==> config.mk <==
export PLATFORM = sky130hd
export DESIGN_NAME = sg_ide_dma
export DESIGN_NICKNAME = d
export VERILOG_FILES = /design/src/rtl/sg_ide_dma.sv
export SDC_FILE = /design/constraint.sdc
export NUM_CORES = 1
export LEC_CHECK = 0
export BUFFER_PORTS_ARGS = -buffer_cell sky130_fd_sc_hd__buf_4
export CAP_MARGIN = 25
export CORE_AREA = 10 10 187 189
export DETAILED_ROUTE_END_ITERATION = 8
export DIE_AREA = 0 0 197 199
export GPL_TIMING_DRIVEN = 0
export PLACE_DENSITY = 0.81
export REMOVE_ABC_BUFFERS = 1
export SLEW_MARGIN = 20
export SYNTH_ARGS = -nofsm -noshare
export SYNTH_HDL_FRONTEND = slang
export SYNTH_SLANG_ARGS = --single-unit
==> constraint.sdc <==
create_clock -name clk -period 5.8 [get_ports clk]
set_input_delay 1.45 -clock clk [delete_from_list [all_inputs] [get_ports clk]]
set_output_delay 1.45 -clock clk [all_outputs]
set_load 0.01 [all_outputs]
==> src/rtl/sg_ide_dma.sv <==
module sg_ide_dma #(
  parameter int END_WORDS = 32
) (
  input  logic        clk,
  input  logic        rst_n,
  input  logic        reg_we,
  input  logic [4:0]  reg_addr,
  input  logic [31:0] reg_wdata,
  output logic [31:0] reg_rdata,
  output logic        mem_req,
  output logic        mem_we,
  output logic [31:0] mem_addr,
  output logic [31:0] mem_wdata,
  output logic [3:0]  mem_be,
  input  logic        mem_ack,
  input  logic        mem_err,
  input  logic [31:0] mem_rdata,
  output logic        dev_out_valid,
  input  logic        dev_out_ready,
  output logic [31:0] dev_out_data,
  input  logic        dev_in_valid,
  output logic        dev_in_ready,
  input  logic [31:0] dev_in_data,
  output logic        irq
);
  localparam int EW = (END_WORDS > 1) ? $clog2(END_WORDS) : 1;
  localparam logic [EW-1:0] END_LAST = EW'(END_WORDS - 1);
  localparam logic [31:0] DESC_STEP = 32'd16;

  typedef enum logic [2:0] {S_IDLE, S_FETCH, S_RDMEM, S_PUSH, S_PULL, S_WRMEM, S_END} st_t;

  st_t         st, after_beat;
  logic [1:0]  widx, irq_st;
  logic [EW-1:0] end_cnt;
  logic [31:0] desc_ptr, cur_addr, data_q, bc_dev, bc_mem;
  logic [31:0] timing_q, lptr_lo, lptr_hi, end_base;
  logic [16:0] rem;
  logic        eol, dir, stop_q, err_q;

  wire [3:0]  idx      = reg_addr[3:0];
  wire        dma_wr   = reg_we && !reg_addr[4];
  wire        irq_wr   = reg_we && reg_addr[4];
  wire        ctrl_wr  = dma_wr && idx == 4'd7;
  wire        start_go = ctrl_wr && reg_wdata[0] && !reg_wdata[1] && st == S_IDLE;
  wire [31:0] swapped  = {mem_rdata[7:0], mem_rdata[15:8], mem_rdata[23:16], mem_rdata[31:24]};
  wire [2:0]  beat     = (rem >= 17'd4) ? 3'd4 : rem[2:0];
  wire [31:0] beat32   = {29'd0, beat};
  wire        last_beat = rem == {14'd0, beat};
  wire        acked    = mem_req && mem_ack;
  wire        err_evt  = acked && mem_err;
  wire        done_evt = st == S_END && acked && !mem_err && end_cnt == END_LAST;
  wire [3:0]  lane_be  = (beat == 3'd4) ? 4'hF : ((4'd1 << beat) - 4'd1);
  wire [1:0]  sw_set   = (irq_wr && idx == 4'd5) ? reg_wdata[1:0] : 2'b00;
  wire [1:0]  sw_clr   = (irq_wr && idx == 4'd7) ? reg_wdata[1:0] : 2'b00;

  always_comb begin
    if (!last_beat) after_beat = dir ? S_PULL : S_RDMEM;
    else if (eol)   after_beat = S_END;
    else            after_beat = S_FETCH;
  end

  assign mem_req = st == S_FETCH || st == S_RDMEM || st == S_WRMEM || st == S_END;
  assign mem_we  = st == S_WRMEM || st == S_END;
  assign mem_wdata = (st == S_END) ? '1 : data_q;
  assign mem_be    = (st == S_END) ? 4'hF : lane_be;
  assign dev_out_valid = st == S_PUSH;
  assign dev_out_data  = data_q;
  assign dev_in_ready  = st == S_PULL;
  assign irq = |irq_st;

  always_comb begin
    case (st)
      S_FETCH: mem_addr = desc_ptr + {28'd0, widx, 2'b00};
      S_END:   mem_addr = end_base + {{(30-EW){1'b0}}, end_cnt, 2'b00};
      default: mem_addr = cur_addr;
    endcase
  end

  always_comb begin
    reg_rdata = '0;
    if (reg_addr[4]) begin
      if (idx == 4'd3) reg_rdata = {30'd0, irq_st};
    end else begin
      case (idx)
        4'd0: reg_rdata = timing_q;
        4'd1: reg_rdata = lptr_lo;
        4'd2: reg_rdata = lptr_hi;
        4'd3: reg_rdata = cur_addr;
        4'd5: reg_rdata = bc_dev;
        4'd6: reg_rdata = bc_mem;
        4'd7: reg_rdata = {27'd0, err_q, st != S_IDLE, dir, stop_q, 1'b0};
        4'd8: reg_rdata = end_base;
        default: reg_rdata = '0;
      endcase
    end
  end

  always_ff @(posedge clk) begin
    if (!rst_n) begin
      st <= S_IDLE; widx <= '0; irq_st <= '0; end_cnt <= '0;
      desc_ptr <= '0; cur_addr <= '0; data_q <= '0; bc_dev <= '0; bc_mem <= '0;
      timing_q <= '0; lptr_lo <= '0; lptr_hi <= '0; end_base <= '0;
      rem <= '0; eol <= 1'b0; dir <= 1'b0; stop_q <= 1'b0; err_q <= 1'b0;
    end else begin
      irq_st <= ((irq_st | sw_set) & ~sw_clr) | {err_evt, done_evt};
      if (dma_wr) begin
        case (idx)
          4'd0: timing_q <= reg_wdata;
          4'd1: lptr_lo  <= reg_wdata;
          4'd2: lptr_hi  <= reg_wdata;
          4'd8: end_base <= reg_wdata;
          default: ;
        endcase
      end
      if (st == S_IDLE) stop_q <= 1'b0;
      if (ctrl_wr) begin
        if (reg_wdata[1]) stop_q <= 1'b1;
        if (reg_wdata[4]) err_q <= 1'b0;
        if (st == S_IDLE) dir <= reg_wdata[2];
      end
      if (err_evt) err_q <= 1'b1;

      case (st)
        S_IDLE: if (start_go) begin
          st <= S_FETCH; desc_ptr <= lptr_lo; widx <= '0;
          bc_dev <= '0; bc_mem <= '0;
        end
        S_FETCH: if (acked) begin
          if (mem_err) st <= S_IDLE;
          else begin
            widx <= widx + 2'd1;
            if (widx == 2'd1) cur_addr <= swapped;
            if (widx == 2'd3) begin
              rem <= (swapped[15:0] == 16'd0) ? 17'h10000 : {1'b0, swapped[15:0]};
              eol <= swapped[31];
              st  <= stop_q ? S_IDLE : (dir ? S_PULL : S_RDMEM);
            end else if (stop_q) st <= S_IDLE;
          end
        end
        S_RDMEM: if (acked) begin
          if (mem_err) st <= S_IDLE;
          else begin
            data_q <= mem_rdata;
            bc_mem <= bc_mem + beat32;
            st <= stop_q ? S_IDLE : S_PUSH;
          end
        end
        S_PUSH: begin
          if (stop_q) st <= S_IDLE;
          else if (dev_out_ready) begin
            bc_dev <= bc_dev + beat32;
            cur_addr <= cur_addr + beat32;
            rem <= rem - {14'd0, beat};
            st <= after_beat;
            end_cnt <= '0;
            if (last_beat && !eol) begin desc_ptr <= desc_ptr + DESC_STEP; widx <= '0; end
          end
        end
        S_PULL: begin
          if (stop_q) st <= S_IDLE;
          else if (dev_in_valid) begin
            data_q <= dev_in_data;
            bc_dev <= bc_dev + beat32;
            st <= S_WRMEM;
          end
        end
        S_WRMEM: if (acked) begin
          if (mem_err) st <= S_IDLE;
          else begin
            bc_mem <= bc_mem + beat32;
            cur_addr <= cur_addr + beat32;
            rem <= rem - {14'd0, beat};
            st <= stop_q ? S_IDLE : after_beat;
            end_cnt <= '0;
            if (last_beat && !eol) begin desc_ptr <= desc_ptr + DESC_STEP; widx <= '0; end
          end
        end
        S_END: if (acked) begin
          if (mem_err || done_evt || stop_q) st <= S_IDLE;
          else end_cnt <= end_cnt + 1'b1;
        end
        default: st <= S_IDLE;
      endcase
    end
  end

  // a pending memory request keeps its address until acknowledged
  a_r2_req_hold: assert property (@(posedge clk) disable iff (!rst_n)
    mem_req && !mem_ack |=> mem_req && $stable(mem_addr) && $stable(mem_we));

  // an offered device word stays put until taken, unless a stop is pending
  a_r3_out_hold: assert property (@(posedge clk) disable iff (!rst_n)
    dev_out_valid && !dev_out_ready && !stop_q |=> dev_out_valid && $stable(dev_out_data));

  // the two byte counters never drift more than one beat apart
  a_r8_count_gap: assert property (@(posedge clk) disable iff (!rst_n)
    (bc_dev - bc_mem <= 32'd4) || (bc_mem - bc_dev <= 32'd4));

  // an idle engine drops a stop request one cycle later
  a_r9_stop_clears: assert property (@(posedge clk) disable iff (!rst_n)
    stop_q && !mem_req && !dev_out_valid && !dev_in_ready && !(ctrl_wr && reg_wdata[1]) |=> !stop_q);

  // an error response ends all memory traffic
  a_r10_err_quiet: assert property (@(posedge clk) disable iff (!rst_n)
    mem_req && mem_ack && mem_err |=> !mem_req);

  // the completion interrupt appears only once the engine is idle
  a_r7_irq_idle: assert property (@(posedge clk) disable iff (!rst_n)
    $rose(irq_st[0]) && !$past(irq_wr) |-> !mem_req);
endmodule

==> flow_summary.json, run 1 <==
{
  "outcome": "finished, final reports clean",
  "synth_edf_count": 0,
  "finalHoldViolations": 0,
  "post_cts_buffers": 0,
  "finalSetupViolCount": 0,
  "multi_input_area_um2": 11100,
  "cts_tree": "done",
  "drv_slew": 0,
  "max_stage_delay_ns": 0.53,
  "fin_crit_ns": 5.22,
  "final_core_util_pct": 69.7,
  "yosysTopAreaCellShare_pct": 35.3,
  "grt_pass1_wl_um": 103000,
  "area_growth_pct": 19.6,
  "fill_cells": 2558,
  "max_slew_margin_pct": 35.7,
  "antenna_left": 0,
  "crit_path_start_kind": "input port",
  "fmax_ghz": 0.192,
  "worstSetupEndpointType": "output port",
  "diodes": 0,
  "die-area_um2": 39200,
  "drc": 0,
  "port_buffers": 244,
  "synth.area.top_cells": "dfxtp_1 (35%), nand2_1 (8.9%), a21oi_1 (6.5%)",
  "detail_route.wl_per_cell_um": 22.5,
  "drive_gt1_share_pct": 15.8,
  "synth_flop_cell": "dfxtp_1",
  "hold_buffers": 0,
  "synthArstFlopShare_pct": 0,
  "ys_ff_latch": 321,
  "nets": 2692,
  "overflow": 0,
  "die_y_um": 199,
  "core_um2": 31200,
  "cts_resized": 0,
  "register_area_um2": 6430,
  "rsz0062_at_grt": "false",
  "antenna_found_initial": 0,
  "cts_inserted_buffers": 36,
  "synthesis.instances": 2408,
  "cts.sinks": 321,
  "synth_cell_types": 80,
  "netlist_area_um2": 18200,
  "grt_max_degree": 101,
  "maxCapViolations": 0,
  "dp_hpwl_um": 49100,
  "clockBufferDepth": 3,
  "final_common_cell": "nand2_1",
  "track_usage_pct": 32.4,
  "design_area_um2": 21800,
  "power_mw": 6.26,
  "drt_iter0_drc": 2617,
  "post-route-period-util_pct": 89.9,
  "power.density_nw_per_um2": 288,
  "ir_drop_uv": 255,
  "vias": 19800,
  "clk_pin_slew_worst_paths_ns": 0.06,
  "clock_latency_ns": 0.53,
  "synth-seq-area-share_pct": 35.3,
  "mostFrequentLayoutCells": "nand2_1 (426), dfxtp_1 (321), buf_4 (256)",
  "cp_max_fo": 8,
  "start_util_pct": 58.3,
  "htreeDepth": 2,
  "drt_wl_total_um": 67100,
  "dieWidth_um": 197,
  "crit_required_ns": 4.35,
  "setup_tns_ns": 0,
  "path_class": "input port to output port",
  "globalplace.congestion": 0.970,
  "hold_class": "register to register",
  "crit_path_top_delay_cell": "nor4b_2",
  "path_cells": "buf_4, nor4b_2, buf_4, buf_2, buf_2, buf_2, a222oi_1, a31oi_1, buf_4",
  "critPathArrivalTime_ns": 3.77,
  "rows": 65,
  "grt_pass1_vias": 18700,
  "num_io_pins": 245,
  "leakage_nw": 7.64,
  "max_slew.worst_pin.slew_ns": 0.957,
  "skew_ns": 0.0250,
  "syn_area_per_cell_um2": 7.56,
  "yosysWarnings": 0,
  "root_buffer": "clkbuf_16",
  "dr.pass1.iters": 7,
  "via_per_inst": 6.64,
  "placed_area_um2": 20600,
  "synth_largest_area_cell": "dfxtp_1"
}
==> final timing paths <==
check | slack, ns | to | startpoint | depth (start not counted)
worst max-delay path | 0.58 | reg_rdata[24] | reg_addr[1] | 9
worst min-delay path | 0.45 | desc_ptr[1]$_SDFFE_PN0P_ | desc_ptr[1]$_SDFFE_PN0P_ | 2
worst max register to register | 1.17 | cur_addr[28]$_SDFFE_PN0P_ | rem[3]$_SDFFE_PN0P_ | 12
worst min register to register | 0.45 | desc_ptr[1]$_SDFFE_PN0P_ | desc_ptr[1]$_SDFFE_PN0P_ | 2
==> layer usage <==
| metal | vias to the layer above | GRT usage (%) | wire length (um) |
|---|---|---|---|
| li1 | 9049 | - | - |
| met1 | 9290 | 40.2 | 26100 |
| met2 | 1248 | 52.9 | 30700 |
| met3 | 201 | 7.06 | 7490 |
| met4 | 0 | 14.7 | 2800 |
| met5 | - | 0 | 0 |
==> cell type report <==
class	count	area share, %
timing repair buffer	297	11.4
clock buffer	53	4.80
inverter	34	0.621
tap	402	2.31
sequential	321	29.5
clock inverter	8	0.494
multi-input combinational	1865	50.8
==> through the flow <==
stage,hold WS [ns],cells,setup slack (ns)
after floorplan,0.432,2220,-0.511
after global placement,0.440,2866,-4.76
after detailed placement,0.447,2918,0.737
after CTS,0.454,2979,0.728
after global routing,0.474,2980,0.434
final,0.454,2980,0.584
==> power by group <==
group,switching (mW),internal (mW),leakage (nW),total (mW)
Clock,0.935,1.34,0.563,2.27
Sequential,0.109,2.28,2.59,2.39
Combinational,1.01,0.589,4.48,1.60
Total,2.05,4.20,7.64,6.26
==> synthesized netlist by cell type, drive strengths merged (6+ instances only) <==
cell    count
nand2     431
dfxtp     321
a21oi     236
nor2      189
clkbuf    164
a22oi      95
o21ai      90
nand3      71
xnor2      67
nor3       56
a31oi      52
a211oi     49
nand2b     46
nand4      38
nor4       38
xor2       35
inv        34
mux2i      33
and3       29
a222oi     28
or3        26
buf        24
ha         24
and4       17
o221ai     16
o31ai      16
and2       14
nor2b      12
a21o       11
a311oi      8
o21a        8
or4         8
a41oi       7
nor3b       7
o22ai       7
o41ai       7
a31o        6
o211ai      6
o221a       6
o32ai       6
==> worst max-delay path: cells and delay by family <==
family          cells  cell delay, ns
buf+inv             6            1.32
compound gates      2            0.45
simple gates        1            0.53
==> kinds of logic after synthesis <==
group	count (synthesis)	share of synthesized area, %
AO/OA/AOI/OAI	697	25.2
XOR/XNOR	102	4.91
adder cells (fa/ha/maj)	29	2.20
buffers and inverters	222	4.69
flip-flops	321	35.3
multiplexers	33	1.81
other	2	0.0413
AND/OR/NAND/NOR	1002	25.9
==> flip-flops by register name (all words and copies together) (netlist names), 3 cells and up <==
| name | cells |
|---|---|
| bc_dev | 32 |
| bc_mem | 32 |
| cur_addr | 32 |
| desc_ptr | 32 |
| dev_out_data | 32 |
| end_base | 32 |
| end_cnt | 5 |
| lptr_hi | 32 |
| lptr_lo | 32 |
| rem | 17 |
| st | 3 |
| timing_q | 32 |
Power figures use the tool's default switching activity.
==> run 2: changes to the inputs <==
--- a/config.mk
+++ b/config.mk
@@ -7,11 +7,11 @@
 export LEC_CHECK = 0
 export BUFFER_PORTS_ARGS = -buffer_cell sky130_fd_sc_hd__buf_4
 export CAP_MARGIN = 25
-export CORE_AREA = 10 10 187 189
+export CORE_AREA = 10 10 155 229
 export DETAILED_ROUTE_END_ITERATION = 8
-export DIE_AREA = 0 0 197 199
+export DIE_AREA = 0 0 165 239
 export GPL_TIMING_DRIVEN = 0
-export PLACE_DENSITY = 0.81
+export PLACE_DENSITY = 0.8
 export REMOVE_ABC_BUFFERS = 1
 export SLEW_MARGIN = 20
 export SYNTH_ARGS = -nofsm -noshare
==> run 2 against run 1 <==
  * First-iteration DRC count down 3.6%
  * Register-to-register slack gained 0.06 ns
  * Global-route usage increased by 0.11 points
  * Utilization down 0.80 points
  * Final area fell by 0.51%
  * Maximum frequency down 2.3%
  * Power down 3.3%
==> flow_summary.json, run 2 (synthesized netlist as in run 1, its figures left out) <==
{
  "outcome": "finished, final reports clean",
  "die_y_um": 239,
  "core_um2": 31400,
  "holdWs_ns": 0.454,
  "ir_drop_uv": 259,
  "leakage_nw": 7.58,
  "clock_latency_ns": 0.59,
  "drv_slew": 0,
  "crit_path_start_kind": "input port",
  "htreeDepth": 1,
  "finalHoldViolations": 0,
  "fin_cells": 2984,
  "final_common_cell": "nand2_1",
  "drive_gt1_share_pct": 15.8,
  "path_class": "input port to output port",
  "die-area_um2": 39400,
  "vias": 19900,
  "worst_slack_ns": 0.462,
  "cts_resized": 0,
  "drc": 0,
  "setup_tns_ns": 0,
  "grt_pass1_vias": 19000,
  "critPathArrivalTime_ns": 3.89,
  "clockBufferDepth": 3,
  "dp_hpwl_um": 49700,
  "post-route-period-util_pct": 92.0,
  "track_usage_pct": 32.5,
  "cts_inserted_buffers": 31,
  "skew_ns": 0.0221,
  "overflow": 0,
  "num_io_pins": 245,
  "antenna_left": 0,
  "mostFrequentLayoutCells": "nand2_1 (426), dfxtp_1 (321), buf_4 (258)",
  "finalSetupViolCount": 0,
  "antenna_found_initial": 0,
  "fill_cells": 2665,
  "grt_max_degree": 120,
  "crit_required_ns": 4.35,
  "placedCellCount": 2930,
  "dr.pass1.iters": 8,
  "globalplace.congestion": 0.965,
  "port_buffers": 244,
  "via_per_inst": 6.67,
  "path_cells": "buf_4, nand2b_1, nor3_2, buf_6, buf_4, buf_6, a222oi_1, a31oi_1, buf_4",
  "fin_crit_ns": 5.34,
  "hold_class": "register to register",
  "crit_buf_inv": 5,
  "area_growth_pct": 19.0,
  "detail_route.wl_per_cell_um": 22.6,
  "place_ws_ns": 0.589,
  "drt_wl_total_um": 67500,
  "grt_pass1_wl_um": 104000,
  "cpLargestDelayFamily": "buffers and inverters",
  "maxCapViolations": 0,
  "power.density_nw_per_um2": 280,
  "cts.sinks": 321,
  "path_common_cell": "buf_4",
  "clk_pin_slew_worst_paths_ns": 0.06,
  "rows": 80,
  "root_buffer": "clkbuf_16",
  "crit_path_top_delay_cell": "nor3_2",
  "cts_tree": "done",
  "max_stage_delay_ns": 0.67,
  "cp_max_fo": 10,
  "worstSetupEndpointType": "output port",
  "start_util_pct": 57.9,
  "nets": 2690,
  "fmax_ghz": 0.187,
  "max_slew_margin_pct": 30.5,
  "post_cts_buffers": 0,
  "diodes": 0,
  "max_slew.worst_pin.slew_ns": 1.04,
  "rsz0062_at_grt": "false",
  "dieWidth_um": 165,
  "drt_iter0_drc": 2523,
  "hold_buffers": 0
}
==> run 2: path summary, 6_finish.rpt <==
check	from	end	slack (ns)	cells after the start
setup / recovery	reg_addr[0]	reg_rdata[18]	0.46	9
hold / removal	timing_q[19]$_SDFFE_PN0P_	timing_q[19]$_SDFFE_PN0P_	0.45	2
setup reg to reg	rem[6]$_SDFFE_PN0P_	cur_addr[30]$_SDFFE_PN0P_	1.23	12
hold reg to reg	timing_q[19]$_SDFFE_PN0P_	timing_q[19]$_SDFFE_PN0P_	0.45	2
==> run 2: worst reg2reg max path: stages, from the launching register on <==
cell and delay (ns):
dfxtp_1 0.36, nor4_1 0.77, nand4_1 0.26, nor2_1 0.29, nand2_1 0.27, inv_1 0.29, fa_1 0.29, a21oi_1 0.18
nor4b_2 0.78, and2_1 0.33, nand2_1 0.10, or4_1 0.39, a31oi_1 0.17
==> run 2: per-layer routing <==
layer	up-vias	wire, um	part of all wire, %	global-route usage [%]
met5	-	0	0	0
met3	340	6750	10	5.93
li1	9032	-	-	-
met4	0	4680	6.9	22.1
met1	9298	23900	35	36.8
met2	1231	32200	48	54.2
==> run 2: cell type report <==
type | count | area (um2) | share of cell area (%)
multi-input cells | 1865 | 11100 | 51.1
flip-flops and latches | 321 | 6430 | 29.7
repair buffers | 300 | 2520 | 11.6
clock buffers | 46 | 932 | 4.30
well taps | 410 | 513 | 2.37
inverters | 34 | 135 | 0.624
clock inverters | 8 | 73.8 | 0.341
==> run 2: metrics by stage <==
step / utilization (%) / power (mW) / cell area (um2)
floorplan: - / 3.29 / 17500
global placement: 63.1 / 3.91 / 19800
detailed placement: 65.7 / 4.01 / 20600
CTS: 68.9 / 6.03 / 21700
global route: 68.9 / 6.26 / 21700
finish: 68.9 / 6.05 / 21700
==> run 2: where the power goes <==
part | switching [mW] | internal, mW | total, mW
registers | 0.108 | 2.28 | 2.39
logic | 1.02 | 0.597 | 1.62
clock network | 0.904 | 1.15 | 2.05
